`src/rtl/mgmt_reg_slave.sv`:
```
module mgmt_reg_slave #(
  parameter logic [3:0]  ADDR_HI = 4'b0000,
  parameter logic [15:0] ID_LO   = 16'hC0F1,
  parameter int          EVT_W   = 8,
  parameter int          PRE_LEN = 32
) (
  input  logic             mdc,
  input  logic             rst_n,
  input  logic             strap_addr0,
  input  logic [2:0]       strap_mode,
  input  logic             link_up,
  input  logic             fault_evt,
  input  logic [EVT_W-1:0] evt_i,
  input  logic             mdio_i,
  output logic             mdio_o,
  output logic             mdio_oe
);
  localparam int CW = $clog2(PRE_LEN + 1);

  typedef enum logic [1:0] {S_PRE, S_HDR, S_TA, S_DATA} st_t;

  st_t             st;
  logic [CW-1:0]   pre_cnt;
  logic [3:0]      cnt;
  logic [11:0]     hdr;
  logic [15:0]     sh;
  logic            is_rd;
  logic [4:0]      reg_a;
  logic            phy_lsb_q;
  logic [15:0]     ctrl_q, scr_q;
  logic [10:0]     adv_q;
  logic            ll_q, lh_q;
  logic [EVT_W-1:0] flg_q;
  logic [15:0]     rd_val;

  wire [12:0] hfull    = {hdr, mdio_i};
  wire        hdr_last = (st == S_HDR) && (cnt == 4'd12);
  wire        addr_ok  = hfull[9:5] == {ADDR_HI, phy_lsb_q};
  wire        rd_go    = hdr_last && addr_ok && hfull[12] && (hfull[11:10] == 2'b10);
  wire        wr_go    = hdr_last && addr_ok && hfull[12] && (hfull[11:10] == 2'b01);
  wire        rd_stat  = rd_go && (hfull[4:0] == 5'd1);
  wire        wr_done  = (st == S_DATA) && (cnt == 4'd15) && !is_rd;
  wire [15:0] wdata    = {sh[14:0], mdio_i};

  always_comb begin
    case (hfull[4:0])
      5'd0:    rd_val = ctrl_q;
      5'd1:    rd_val = {5'b01111, 6'b0, lh_q, 1'b0, ll_q, 2'b01};
      5'd2:    rd_val = 16'h0007;
      5'd3:    rd_val = ID_LO;
      5'd4:    rd_val = {adv_q, 5'b00001};
      5'd5:    rd_val = 16'(flg_q);
      5'd16:   rd_val = scr_q;
      default: rd_val = 16'h0000;
    endcase
  end

  always_ff @(posedge mdc) begin
    if (!rst_n) begin
      st      <= S_PRE;
      pre_cnt <= '0;
      cnt     <= '0;
      hdr     <= '0;
      sh      <= '0;
      is_rd   <= 1'b0;
      reg_a   <= '0;
      mdio_o  <= 1'b0;
      mdio_oe <= 1'b0;
    end else begin
      case (st)
        S_PRE: begin
          if (mdio_i) begin
            if (pre_cnt != CW'(PRE_LEN)) pre_cnt <= pre_cnt + 1'b1;
          end else if (pre_cnt == CW'(PRE_LEN)) begin
            st      <= S_HDR;
            cnt     <= '0;
            pre_cnt <= '0;
          end else begin
            pre_cnt <= '0;
          end
        end
        S_HDR: begin
          hdr <= {hdr[10:0], mdio_i};
          cnt <= cnt + 1'b1;
          if (hdr_last) begin
            cnt <= '0;
            if (rd_go || wr_go) begin
              st    <= S_TA;
              is_rd <= rd_go;
              reg_a <= hfull[4:0];
              sh    <= rd_val;
            end else begin
              st <= S_PRE;
            end
          end
        end
        S_TA: begin
          cnt <= cnt + 1'b1;
          if (cnt == 4'd0) begin
            mdio_oe <= is_rd;
            mdio_o  <= 1'b0;
          end else begin
            st     <= S_DATA;
            cnt    <= '0;
            mdio_o <= sh[15];
            sh     <= {sh[14:0], mdio_i};
          end
        end
        default: begin
          mdio_o <= sh[15];
          sh     <= {sh[14:0], mdio_i};
          cnt    <= cnt + 1'b1;
          if (cnt == 4'd15) begin
            st      <= S_PRE;
            mdio_oe <= 1'b0;
            mdio_o  <= 1'b0;
            pre_cnt <= '0;
          end
        end
      endcase
    end
  end

  always_ff @(posedge mdc) begin
    if (!rst_n) begin
      phy_lsb_q <= strap_addr0;
      ctrl_q    <= {2'b00, strap_mode[0], strap_mode[2], 3'b000, strap_mode[1], 8'h00};
      adv_q     <= {7'b0, strap_mode[2] ? 4'hF : 4'h1};
      scr_q     <= '0;
      ll_q      <= link_up;
      lh_q      <= 1'b0;
      flg_q     <= '0;
    end else begin
      ll_q  <= rd_stat ? link_up   : (ll_q & link_up);
      lh_q  <= rd_stat ? fault_evt : (lh_q | fault_evt);
      flg_q <= (wr_done && reg_a == 5'd5) ? evt_i : (flg_q | evt_i);
      if (wr_done) begin
        case (reg_a)
          5'd0:    ctrl_q <= wdata;
          5'd4:    adv_q  <= wdata[15:5];
          5'd16:   scr_q  <= wdata;
          default: ;
        endcase
      end
    end
  end
endmodule

```
`config.mk`:
```
export PLATFORM = sky130hd
export DESIGN_NAME = mgmt_reg_slave
export DESIGN_NICKNAME = d
export VERILOG_FILES = /design/src/rtl/mgmt_reg_slave.sv
export SDC_FILE = /design/constraint.sdc
export NUM_CORES = 1
export LEC_CHECK = 0
export ABC_AREA = 1
export BUFFER_PORTS_ARGS = -buffer_cell sky130_fd_sc_hd__buf_2
export CORE_MARGIN = 2
export CORE_UTILIZATION = 45
export DETAILED_ROUTE_END_ITERATION = 12
export GPL_TIMING_DRIVEN = 0
export PLACE_DENSITY = 0.68
export SKIP_CTS_REPAIR_TIMING = 1
export SYNTH_ARGS = -nofsm -noshare
export SYNTH_HDL_FRONTEND = slang
export SYNTH_SLANG_ARGS = --single-unit
```
`constraint.sdc`:
```
create_clock -name mdc -period 1.8 [get_ports mdc]
set_clock_uncertainty 0.2 [all_clocks]
set_input_delay 0.36 -clock mdc [delete_from_list [all_inputs] [get_ports mdc]]
set_output_delay 0.36 -clock mdc [all_outputs]
set_load 0.01 [all_outputs]
```
-- Word-level counts from Yosys, hierarchy flattened
Cells that the tools add are included.
- register bits after elaboration: 102
- input bits: 17
- output and inout bits: 2
- logic and storage cells: 124
- add/subtract/negate cells: 2
- eq/ne operators: 29
- muxes and demuxes: 38
- bitwise logic cells: 6
- reductions and logical operators: 31
- operator list (operator ; count):
    one-hot mux 16 bit (7 select lines) ; 1
    2-to-1 mux 16 bit ; 3
    one-hot mux 16 bit (3 select lines) ; 1
    2-to-1 mux 14 bit ; 3
    2-to-1 mux 4 bit ; 8
    equality test 5 x 3 -> 1 bit (second input constant) ; 4
    2-to-1 mux 6 bit ; 3
    2-to-1 mux 2 bit ; 6
    one-hot mux 4 bit (3 select lines) ; 1
    one-hot mux 6 bit (2 select lines) ; 1
    AND reduction 2 bit ; 6
    equality test 5 x 2 -> 1 bit (second input constant) ; 2
    equality test 5 bit (second input constant) ; 2
    zero test 5 bit ; 2
    != test 2 bit (second input constant) ; 5
    logical AND 1 bit ; 9
    AND reduction 3 bit ; 3
    equality test 4 bit (second input constant) ; 2
    2-to-1 mux 8 bit ; 1
    != test 2 x 1 -> 1 bit (second input constant) ; 4
    bitwise OR 8 bit ; 1
    2-to-1 mux 1 bit ; 7
    adder 6 x 1 -> 6 bit (second input constant) ; 1
    equality test 2 bit (second input constant) ; 3
    other kinds (21) ; 27

-- Depth between registers and ports, before layout
- depth after elaboration: 9
- depth in mapped cells: 12
- depth with buffers taken out: 11

-- Least setup slack after synthesis
OpenSTA, ideal clock, no wires.
- kind: reg2reg
- start: register cnt[1]
- end: register ctrl_q[12], enable pin
- setup time: 0.299 ns
- data arrival time: 1.408 ns
- required time: 1.301 ns
- setup slack: -0.107 ns
- cell stages (with the launch flop): 9
- path buffers: 1
- period minus slack after synthesis: 1.907 ns
- cells stage by stage: dfxtp_1 ha_1 nand3_2 nor3_4 nand2_4 nor2_8 clkbuf_8 nor2_1 inv_1
- cells in the longest elaborated chain, start to end: 5
- RTL lines (element ; line ; source):
    start: declaration ; 24 ; logic [3:0] cnt;
    start signal: assignment ; 84 ; cnt <= cnt + 1'b1;
    start signal: assignment ; 98 ; cnt <= cnt + 1'b1;
    start signal: assignment ; 112 ; cnt <= cnt + 1'b1;
    equality test 4 bit ; 42 ; wire wr_done = (st == S_DATA) && (cnt == 4'd15) && !is_rd;
    logical AND 1 bit (2 in series) ; 42 ;
    != test 2 x 1 -> 1 bit (no source line) ; - ;
    AND reduction 2 bit (no source line) ; - ;
    end signal: assignment ; 127 ; ctrl_q <= {2'b00, strap_mode[0], strap_mode[2], 3'b000, strap_mode[1], 8'h00};
    end signal: assignment ; 139 ; 5'd0: ctrl_q <= wdata;
    end: declaration ; 30 ; logic [15:0] ctrl_q, scr_q;
Every way passes these cells.
A chain may end at the register's enable or synchronous reset.

==> metrics.cfg <==
[run_status]
status = complete, but fails checks
violations = hold timing, setup timing

[logic_synthesis]
postSynthCellCount = 659
yosysMostFrequentCell = nand2_1
synth_compound_area_share_pct = 15.95
syn-cell-area_mm2 = 0.004865
synth-edff-count = 8
synth_cell_types = 36
synth_fp_nets = 684
synthTopCellsByCount = nand2_1, nor2_1, dfxtp_1, inv_1, a21oi_1
synth_top_area_share_pct = 38.68
yosysSeqAreaShare_pct = 43.62
synth_flop_cell = dfxtp_1
synth_top_family_by_area = simple AND/OR/NAND/NOR gates
synth_xor_area_share_pct = 0.9002
ys_warn_count = 0
async_reset_ff_share_pct = 0
synthMuxAreaShare_pct = 0
syn_area_per_cell_um2 = 7.382
synth_fa_ha_area_share_pct = 2.058
netlist_top_cells_area = dfxtp_1, nand2_1, nor2_1
synth-simple-area-share_pct = 29.22
synth_top_area_cell = dfxtp_1
ys_seq_elements = 102

[grt]
gr-usage-met2_pct = 36.88
antenna_found_initial = 0
grt_pass1_wl_um = 20560
grt_usage_pct = 22.80
grt_max_degree = 18
first_global_vias = 4126
use_met3_pct = 4.702
top_usage_layer = met2
grt_overflow_total = 0
use_met1_pct = 30.81

[detailed_routing]
avgViaCountPerCell = 5.458
wl_per_cell_um = 16.04
finalWirelength_um = 13800
drtIter0Drc = 418
antenna_left = 0
drt_pass1_iterations = 6
dr_total_vias = 4694
drc = 0

[timing]
max_freq_mhz = 502.7
worst_slew_pin_slew_ps = 916.3
fin_crit_sh_pct = 110.5
fin_setup_tns_ps = -8095
drv_slew = 0
rsz0062_at_grt = true
setup-violations-final = 67
setup_ws_ps = -189.1
min_period_ps = 1989
hold_violations = 3
hold_ws_ps = -9.700
slew_headroom_pct = 38.91

[cells_and_area]
fill_cells = 933
n_antenna_cell = 0
final_layout_size_suffix_gt1_share_pct = 26.66
final_cells = 860
area_delta_synth_final_pct = 23.41
layout.nets = 744
utilization_pct = 57.63
finish.instance_area_mm2 = 0.006003

[placed_design]
postPlaceCellArea_mm2 = 0.005162
numPortBuffers = 18
hpwl_um = 9165
place_congestion = 0.9397
dp_cells = 813

[clocking]
insertion_delay_ps = 380
tritoncts = yes
root_buffer = clkbuf_8
cts_buffers = 9
clock_path_buffers = 2
cts_max_level = 3
cts.sinks = 102
clk_pin_slew_ps = 100

[floorplanning]
dieHeight_um = 108.0
ios = 19
core_area_mm2 = 0.01042
initial_core_util_pct = 46.70
rows = 37
die_area_mm2 = 0.01166
fp.dieW_um = 108.0

[power]
swShare_pct = 24.31
combPwrFrac_pct = 4.7
power.density_mw_per_mm2 = 659.8
clkPwrFrac_pct = 36.6
power_switching_mw = 0.9630
p_int_mw = 2.998
leakagePower_nw = 2.439
seqPwrFrac_pct = 58.7
max-vdd-ir-drop_v = 0.0005148

[critical_path]
path_max_fanout = 7
cp-start-kind = flip-flop
required_ps = 1820
critical_path_class = reg2reg
rrSetupSlack_ps = -190
critPathArrivalTime_ps = 2010
end_kind = flip-flop

[run]
maxCapViolCount = 0

[min_path]
min_path_type = in2reg

## layer usage
metal / vias up / part of all wire [%]
met1: 2234 / 43
met3: 26 / 7.6
met2: 187 / 47
li1: 2247 / -
met5: - / 0
met4: 0 / 1.9
## logic make-up after synthesis
group / count (synthesis)
adder cells (fa/ha/maj): 8
AO/OA/AOI/OAI: 125
buffers and inverters: 89
XOR/XNOR: 5
flip-flops: 102
AND/OR/NAND/NOR: 330
## sequential cells by signal, summed over array words and instances (netlist names), 2 cells and up
signal / flops
sh: 16
ctrl_q: 16
cnt: 4
hdr: 12
flg_q: 8
adv_q: 11
scr_q: 16
pre_cnt: 6
reg_a: 5
st: 2
## final cells by class
cell class / instances / area, um2 / area share (%)
buffer: 30 / 250.2 / 4.168
clock buffer: 12 / 166.4 / 2.772
clock inverter: 4 / 26.28 / 0.4377
inverter: 58 / 225.2 / 3.752
multi-input combinational: 469 / 2625 / 43.73
sequential: 102 / 2138 / 35.62
tap: 136 / 170.2 / 2.835
timing repair buffer: 49 / 401.6 / 6.690
## worst max-delay path, stage by stage (launching register included)
cell and delay, ps:
dfxtp_4 380, ha_4 150, nand3_4 100, nor3_4 280
nand2_4 120, nor2_8 180, buf_12 130, inv_1 130
o21ai_0 180
## cells in the final DEF (no fill, tap or decap), drive strengths merged, types with 16 or more instances in the layout
cell type,instances
a21oi,55
clkbuf,26
o21ai,53
inv,60
nand3,42
a211oi,16
dfxtp,94
nand2,155
nor2,118
buf,64
## stage by stage
stage | worst slack [ps] | hold slack [ps] | power (mW)
2_1_floorplan | -35.20 | 224.6 | 2.474
3_3_place_gp | -366.6 | 234.9 | 2.540
3_5_place_dp | -396.0 | 249.9 | 2.547
4_1_cts | -427.2 | -35.31 | 3.955
5_1_grt | -257.8 | 1.054 | 4.070
6_report | -189.1 | -9.700 | 3.961
## final timing paths
check / start / end / cells past startpoint
worst max-delay path: cnt[1] / ctrl_q[13] / 8
worst min-delay path: evt_i[0] / flg_q[0] / 3
worst max register to register: cnt[1] / ctrl_q[13] / 8
worst min register to register: ctrl_q[6] / ctrl_q[6] / 2
## power groups by stage
stage / registers [mW] / logic [mW] / clock network, mW
global route: 2.33 / 0.200 / 1.54
finish: 2.33 / 0.185 / 1.45
global placement: 2.38 / 0.159 / 0
CTS: 2.33 / 0.165 / 1.46
floorplan: 2.38 / 0.0959 / 0
detailed placement: 2.38 / 0.164 / 0
Note: power is estimated with default switching activity, not from simulation.
